[src/rtl/slot_gate_seq.sv]
module slot_gate_seq #(
  parameter int N_SLOTS = 7,
  localparam int SLOT_W = $clog2(N_SLOTS + 2)
) (
  input  logic              clk,
  input  logic              rst_n,
  input  logic              req_valid,
  input  logic [SLOT_W-1:0] req_slot,
  output logic              gate,
  output logic              frame_start,
  output logic [SLOT_W-1:0] cur_slot,
  output logic              busy
);

  localparam logic [SLOT_W:0]   RING    = (SLOT_W+1)'(N_SLOTS + 1);
  localparam logic [SLOT_W-1:0] LAST    = SLOT_W'(N_SLOTS - 1);
  localparam logic [SLOT_W:0]   MAX_IDX = (SLOT_W+1)'(N_SLOTS);

  logic [SLOT_W-1:0] pos;
  logic [SLOT_W-1:0] active_slot;
  logic [SLOT_W-1:0] sel_slot;
  logic [SLOT_W-1:0] dest_slot;
  logic              pend;
  logic              pend_null;

  logic [SLOT_W:0] d_imm, d_null;
  logic            in_range, accept, want_null, boundary;

  assign boundary    = (pos == LAST);
  assign frame_start = (pos == '0);
  assign gate        = (active_slot != '0) && (pos == active_slot - SLOT_W'(1));
  assign cur_slot    = active_slot;
  assign busy        = pend;

  assign in_range = (req_slot != '0) && ({1'b0, req_slot} <= MAX_IDX);
  assign accept   = req_valid && !pend && in_range && (req_slot != sel_slot);

  always_comb begin
    if (sel_slot >= req_slot)
      d_imm = {1'b0, sel_slot} - {1'b0, req_slot};
    else
      d_imm = {1'b0, sel_slot} + RING - {1'b0, req_slot};
    d_null = RING - d_imm;
  end

  assign want_null = (sel_slot != '0) && (d_null < d_imm);

  always_ff @(posedge clk or negedge rst_n) begin
    if (!rst_n) pos <= '0;
    else if (boundary) pos <= '0;
    else pos <= pos + SLOT_W'(1);
  end

  always_ff @(posedge clk or negedge rst_n) begin
    if (!rst_n) begin
      active_slot <= '0;
      sel_slot    <= '0;
      dest_slot   <= '0;
      pend        <= 1'b0;
      pend_null   <= 1'b0;
    end else if (pend && boundary) begin
      if (pend_null) begin
        active_slot <= '0;
        pend_null   <= 1'b0;
      end else begin
        active_slot <= dest_slot;
        sel_slot    <= dest_slot;
        pend        <= 1'b0;
      end
    end else if (accept) begin
      dest_slot <= req_slot;
      pend      <= 1'b1;
      pend_null <= want_null;
    end
  end

  p_strobe_single_r1: assert property (@(posedge clk) disable iff (!rst_n)
    (N_SLOTS > 1 && frame_start) |=> !frame_start);

  p_gate_needs_slot_r2: assert property (@(posedge clk) disable iff (!rst_n)
    gate |-> (cur_slot != '0));

  p_change_on_edge_r5: assert property (@(posedge clk) disable iff (!rst_n)
    !$stable(cur_slot) |-> frame_start);

  p_busy_falls_on_edge_r6: assert property (@(posedge clk) disable iff (!rst_n)
    $fell(busy) |-> (frame_start && cur_slot != '0));

  p_bad_index_ignored_r8: assert property (@(posedge clk) disable iff (!rst_n)
    (req_valid && !busy && (req_slot == '0 || {1'b0, req_slot} > MAX_IDX)) |=> !busy);

  p_busy_dest_kept_r9: assert property (@(posedge clk) disable iff (!rst_n)
    (busy && $past(busy)) |-> $stable(dest_slot));

endmodule

[config.mk]
export PLATFORM = sky130hd
export DESIGN_NAME = slot_gate_seq
export DESIGN_NICKNAME = d
export VERILOG_FILES = /design/src/rtl/slot_gate_seq.sv
export SDC_FILE = /design/constraint.sdc
export NUM_CORES = 1
export LEC_CHECK = 0
export BUFFER_PORTS_ARGS = -buffer_cell sky130_fd_sc_hd__buf_2
export CAP_MARGIN = 20
export CORE_MARGIN = 2
export CORE_UTILIZATION = 45
export CTS_CLUSTER_SIZE = 30
export DETAILED_ROUTE_END_ITERATION = 8
export GPL_TIMING_DRIVEN = 0
export PLACE_DENSITY = 0.62
export SLEW_MARGIN = 10
export SYNTH_ARGS = -nofsm -noshare
export SYNTH_HDL_FRONTEND = slang
export SYNTH_SLANG_ARGS = --single-unit
[constraint.sdc]
create_clock -name clk -period 3.6 [get_ports clk]
set_input_delay 0.18 -clock clk [delete_from_list [all_inputs] [get_ports clk]]
set_output_delay 0.18 -clock clk [all_outputs]
set_load 0.005 [all_outputs]
== Word level (Yosys, flattened, before mapping) ==
Index checks and enable logic that the tools add are counted.
W data, S select, Z words.

* Register bits after elaboration: 18
* Input port bits: 7
* Output and inout bits: 7
* Word-level logic and storage cells: 45

* $add $sub $neg: 6
* Magnitude comparators: 3
* Equal/unequal tests: 4
* Muxes and demuxes: 8
* Bitwise logic cells: 2
* Reductions and logical operators: 16

{| class="wikitable"
|+ Operators with widths
! cell !! number
|-
| $reduce_bool A4 Y1 || 3
|-
| $mux W4 || 2
|-
| $logic_and A1 B1 Y1 || 7
|-
| $reduce_and A2 Y1 || 3
|-
| $add A4 B4 Y5 const B || 1
|-
| $lt A5 B5 Y1 || 1
|-
| $mux W1 || 5
|-
| $mux W5 || 1
|-
| $sub A4 B4 Y5 || 1
|-
| $sub A4 B5 Y5 const A || 1
|-
| $sub A5 B4 Y5 || 1
|-
| $add A4 B1 Y4 const B || 1
|-
| $eq A4 B3 Y1 const B || 1
|-
| $eq A4 B4 Y1 || 1
|-
| $ge A4 B4 Y1 || 1
|-
| $le A4 B3 Y1 const B || 1
|-
| $logic_not A4 Y1 || 1
|-
| $ne A4 B4 Y1 || 1
|-
| $sub A4 B1 Y4 const B || 1
|-
| $ne A2 B2 Y1 const B || 1
|-
| $not A1 Y1 || 2
|-
| $reduce_bool A2 Y1 || 1
|-
| $logic_not A1 Y1 || 1
|}

== Longest topological paths before layout ==
* Word-level depth: 8
* Depth in mapped cells: 15
* Mapped depth without buffers: 15

== Least setup slack after synthesis ==
OpenSTA, ideal clock, no wires.

* Path type: reg-to-reg
* Start: register sel_slot[1]
* End: register pend_null
* Setup time: 0.104 ns
* Arrival time: 2.796 ns
* Slack: 0.700 ns
* Stages on the path, launching flop included: 14
* Buffers on the path: 0
* Clock period less this slack: 2.900 ns
* Cells stage by stage: dfrtp_1 ha_1 ha_1 inv_1 fa_1 mux2i_2 nor2b_1 ha_1 nand2b_1 a31oi_1 nand3_1 a21boi_0 a211oi_2 o41ai_2

* Cells in the longest elaborated chain, start to end: 8

{| class="wikitable"
|+ RTL lines
! what !! RTL line !! source
|-
| from (decl) || 21 || <nowiki>logic [SLOT_W-1:0] sel_slot;</nowiki>
|-
| from (signal assigned) || 67 || <nowiki>sel_slot <= dest_slot;</nowiki>
|-
| $add A4 B4 Y5 || 42 || <nowiki>d_imm = {1'b0, sel_slot} + RING - {1'b0, req_slot};</nowiki>
|-
| $sub A5 B4 Y5 || 42 ||
|-
| $mux W5 || 39 || <nowiki>if (sel_slot >= req_slot)</nowiki>
|-
| $sub A4 B5 Y5 || 43 || <nowiki>d_null = RING - d_imm;</nowiki>
|-
| $lt A5 B5 Y1 || 46 || <nowiki>assign want_null = (sel_slot != '0) && (d_null < d_imm);</nowiki>
|-
| $logic_and A1 B1 Y1 || 46 ||
|-
| $mux W1 || 70 || <nowiki>end else if (accept) begin</nowiki>
|-
| $mux W1 || 61 || <nowiki>end else if (pend && boundary) begin</nowiki>
|-
| to (signal assigned) || 73 || <nowiki>pend_null <= want_null;</nowiki>
|-
| to (decl) || 24 || <nowiki>logic pend_null;</nowiki>
|}

Parallel ways exist; a longest one is shown, timed or not. The select of a mux whose other input is x is not followed.
A chain may end at the register's enable or synchronous reset.

== Worst setup path after layout ==
Same ends and word-level chain as after synthesis.

==> results summary <==
The flow ran to the end, and the final reports show no timing, DRC or antenna violations. Detailed routing placed a total of 67 µm of wire on met3. The clock reaches the later pin of the worst-skew pair after 0.29 ns. Cell internal power was estimated by the tool at 0.000603 W. The antenna diode count is 0.

The effective utilization at floorplan is a little under half. The maximum number of pins on one net before global-route repair came out at 19. The path class of the tightest hold or removal check is in -> reg.

The routed design could run at a clock period as short as approximately 3.2 ns. The final antenna-violating net count is 0. The number of hold-slack violations in the final timing report was 0. The combinational fraction of design power is between 50 and 60%. During synthesis, Yosys emitted a total of 0 warnings. The analysis attributes to net switching a power of about 0.00044 W. The highest clock frequency the design can meet is about 0.32 GHz.

The number of cell rows came out at 19. The reg2reg setup slack is around 0.44 ns. The least setup slack across all paths after layout is roughly 0.44 ns.

The number of global-route vias before repair is between 900 and 1k. The leakage power total came out at 0.703 nW. The area growth from synthesis to final layout came out at 11.4%.

The share of cells above drive strength 1 is a little over a fifth. The library cell used most frequently in the layout, excluding fill and tap cells, is sky130_fd_sc_hd__dfrtp_1. The full die area came out at 0.00338 mm². After the last flow step, the layout net total stands at approximately 180. The final setup violation count is 0. The max-slew violation count was 0. The critical path ends at pend_null.

The start point of the critical path is sel_slot[1]. In the synthesized netlist the async set-or-reset flop fraction comes to 100%. The required time of the critical path is approximately 3.8 ns.

The cell area power density came out at 709 mW/mm². The number of buffers on the longest clock path is 2. The count of distinct cell types in the synthesized netlist came out at 38. The clock network burns a little under an eighth of the power. The total congestion overflow after global routing is 0. CTS built an H-tree with a depth of 1. The worst setup path is captured at a flop. After the flow finishes, the layout carries non-filler instances totaling 185. The worst slack after detailed placement came out at roughly 0.46 ns. The critical-path maximum fanout came out at 4. In the layout the commonest cells are sky130_fd_sc_hd__dfrtp_1, sky130_fd_sc_hd__nand2_1, sky130_fd_sc_hd__inv_1. Net switching is a little over two fifths of the power. The post-route setup TNS is 0 ns. In this run the critical register-to-register path is captured at pend_null.

The worst ir drop on vdd is 509 µV. Setup repair after global routing left no endpoint under its margin. The worst register-to-register path has a depth of 13.

Once detailed placement completed, the half-perimeter wirelength came to 2.06 mm. The number of antenna violations at the first check in global routing is 0. TritonCTS built the clock tree. The routed length on met2 is 1.13 mm.

The final-layout worst hold slack is ~0.17 ns. The core box area came out at approximately 0.0028 mm². The routed wirelength normalized by instance count came out at around 13 µm.

STA classifies the critical path startpoint as a flop. The die boundary width is between 50 and 60 µm. Gates resized during post-CTS repair numbered 0.

The measured slew at the worst slew-check pin is ~0.66 ns. The number of flops mapped to enable cells by yosys came out at 0. The most used flip-flop cell after synthesis is sky130_fd_sc_hd__dfrtp_1.

The number of vias per cell after detailed routing came out at 5.42. The post-placement cell area came out at approximately 0.0014 mm². The number of placed instances, taps included, is between 150 and 200.

The count of input and output buffers came out at 13. The number of maximum-capacitance violations came out at 0. The y dimension of the die came out at roughly 58 µm. Global routing used 17.4% of the available tracks across all layers. The routed length on met1 is 1.24 mm. In this run the tightest slew margin relative to its limit is a little under three fifths. Routability-driven placement finished with a final weighted congestion of approximately 0.87. The sequential-to-total area share from yosys stat is approximately a third. The gate count after technology mapping is roughly 140. The first routing iteration left 28 violations. The wire length of the first global-routing pass is about 4.5 mm. The worst register-to-register path begins at sel_slot[1]. The post-synthesis area per instance came out at a little under 10 µm². The synthesis-stage register bit count came out at 18. The share of total power in sequential cells is 31.0%.

The critical path arrival came out at 3.35 ns. The worst setup path category is reg -> reg. Buffers inserted during clock tree synthesis total 3. The DRC violations left is 0.

The final layout contains routed wiring with a total length of about 2.4 mm. The tree is rooted in a sky130_fd_sc_hd__clkbuf_4. The clock net in this run drives a total of 18 sinks.

Before antenna repair, the detailed router went through 4 iterations. In this run the cell area of the synthesized design comes to roughly 0.0013 mm². The I/O pin count came out at 14. The routed via count came out at about 1k. The number of nets handed over by synthesis was roughly 160. The detailed router used layers up to and including met4. The share of the cycle needed by the critical path after routing is between 80% and 90%. The clock transition time at the flip-flop clock pins of the worst setup and hold paths is ~0.1 ns. The final standard cell area without fillers came out at between 0.001 and 0.0015 mm². Clock skew on the completed layout was measured at ~0.0044 ns.
## layout make-up
class | count | area, µm²
sequential | 18 | 450
timing repair buffer | 14 | 75.1
tap | 31 | 38.8
fill | 270 | 1310
buffer | 3 | 11.3
inverter | 15 | 56.3
clock buffer | 4 | 36.3
multi-input combinational | 100 | 802
## logic make-up after synthesis
family,share of synthesized area [%]
adder cells (fa/ha/maj),16.5
multiplexers,4.74
AO/OA/AOI/OAI,14.9
buffers and inverters,5.12
AND/OR/NAND/NOR,18.7
XOR/XNOR,5.97
flip-flops,34.1
## metal layers
| layer | track usage (%) | vias up |
|---|---|---|
| met4 | 1.99 | 0 |
| met1 | 25.7 | 481 |
| met2 | 27.4 | 15 |
| li1 | - | 505 |
| met5 | 0 | - |
| met3 | 3.35 | 2 |
## flip-flops by register name (all words and copies together) (netlist names)
name and cells:
cur_slot 4, sel_slot 4, dest_slot 4, pend_null 1, pos 4, busy 1
## worst max-delay path, cell delays in order (launching register included)
cell                       delay (ns)
sky130_fd_sc_hd__dfrtp_1         0.45
sky130_fd_sc_hd__ha_1            0.33
sky130_fd_sc_hd__ha_1            0.23
sky130_fd_sc_hd__inv_1           0.08
sky130_fd_sc_hd__fa_1            0.45
sky130_fd_sc_hd__mux2i_2         0.21
sky130_fd_sc_hd__nor2b_1         0.07
sky130_fd_sc_hd__ha_1            0.20
sky130_fd_sc_hd__nand2b_1        0.17
sky130_fd_sc_hd__a31oi_1         0.16
sky130_fd_sc_hd__nand3_1         0.08
sky130_fd_sc_hd__a21boi_0        0.24
sky130_fd_sc_hd__a211oi_2        0.07
sky130_fd_sc_hd__o41ai_2         0.31
## stage by stage
step,util [%],power (W)
final,52.9,0.00104
after global routing,52.9,0.00116
after CTS,52.9,0.00105
after detailed placement,51.2,0.000932
after global placement,51.2,0.000906
after floorplan,-,0.000795
## power by group through the flow
stage,registers (W),logic [W],clock network [W]
CTS,0.000325,0.000603,0.000123
global placement,0.000326,0.000581,0
finish,0.000323,0.000598,0.000121
floorplan,0.000312,0.000482,0
detailed placement,0.000330,0.000602,0
global route,0.000334,0.000686,0.000135
## synthesized netlist by cell type, drive strengths merged (2+ instances only)
library cell  number  share of area [%]
nor2               7                3.1
nand3              3                1.1
a22o               2                1.3
inv               15                4.3
nor2b              4                1.9
mux2               4                3.7
dfrtp             18                 34
ha                11                 10
nor4               3                1.4
o21ai              9                3.4
nand2             16                4.7
fa                 4                6.1
a31oi              3                1.4
nor3               3                1.1
clkbuf             3               0.85
xnor2              9                6.0
a21oi              5                1.9
## worst min-delay path by stage
stage	start	to	cells after the start
detailed placement	rst_n	dest_slot[3]	1
global route	req_slot[0]	dest_slot[0]	2
global placement	rst_n	dest_slot[3]	1
CTS	req_slot[0]	dest_slot[0]	2
floorplan	rst_n	busy	0
finish	req_slot[0]	dest_slot[0]	2
## what timing repair did
| item | 4_1_cts | 5_1_grt |
|---|---|---|
| hold buffers | 1 | 0 |
| buffers inserted | 0 | 0 |
| endpoints found under the hold margin | 18 | 0 |
No activity file was read; power rests on OpenSTA's default activity.
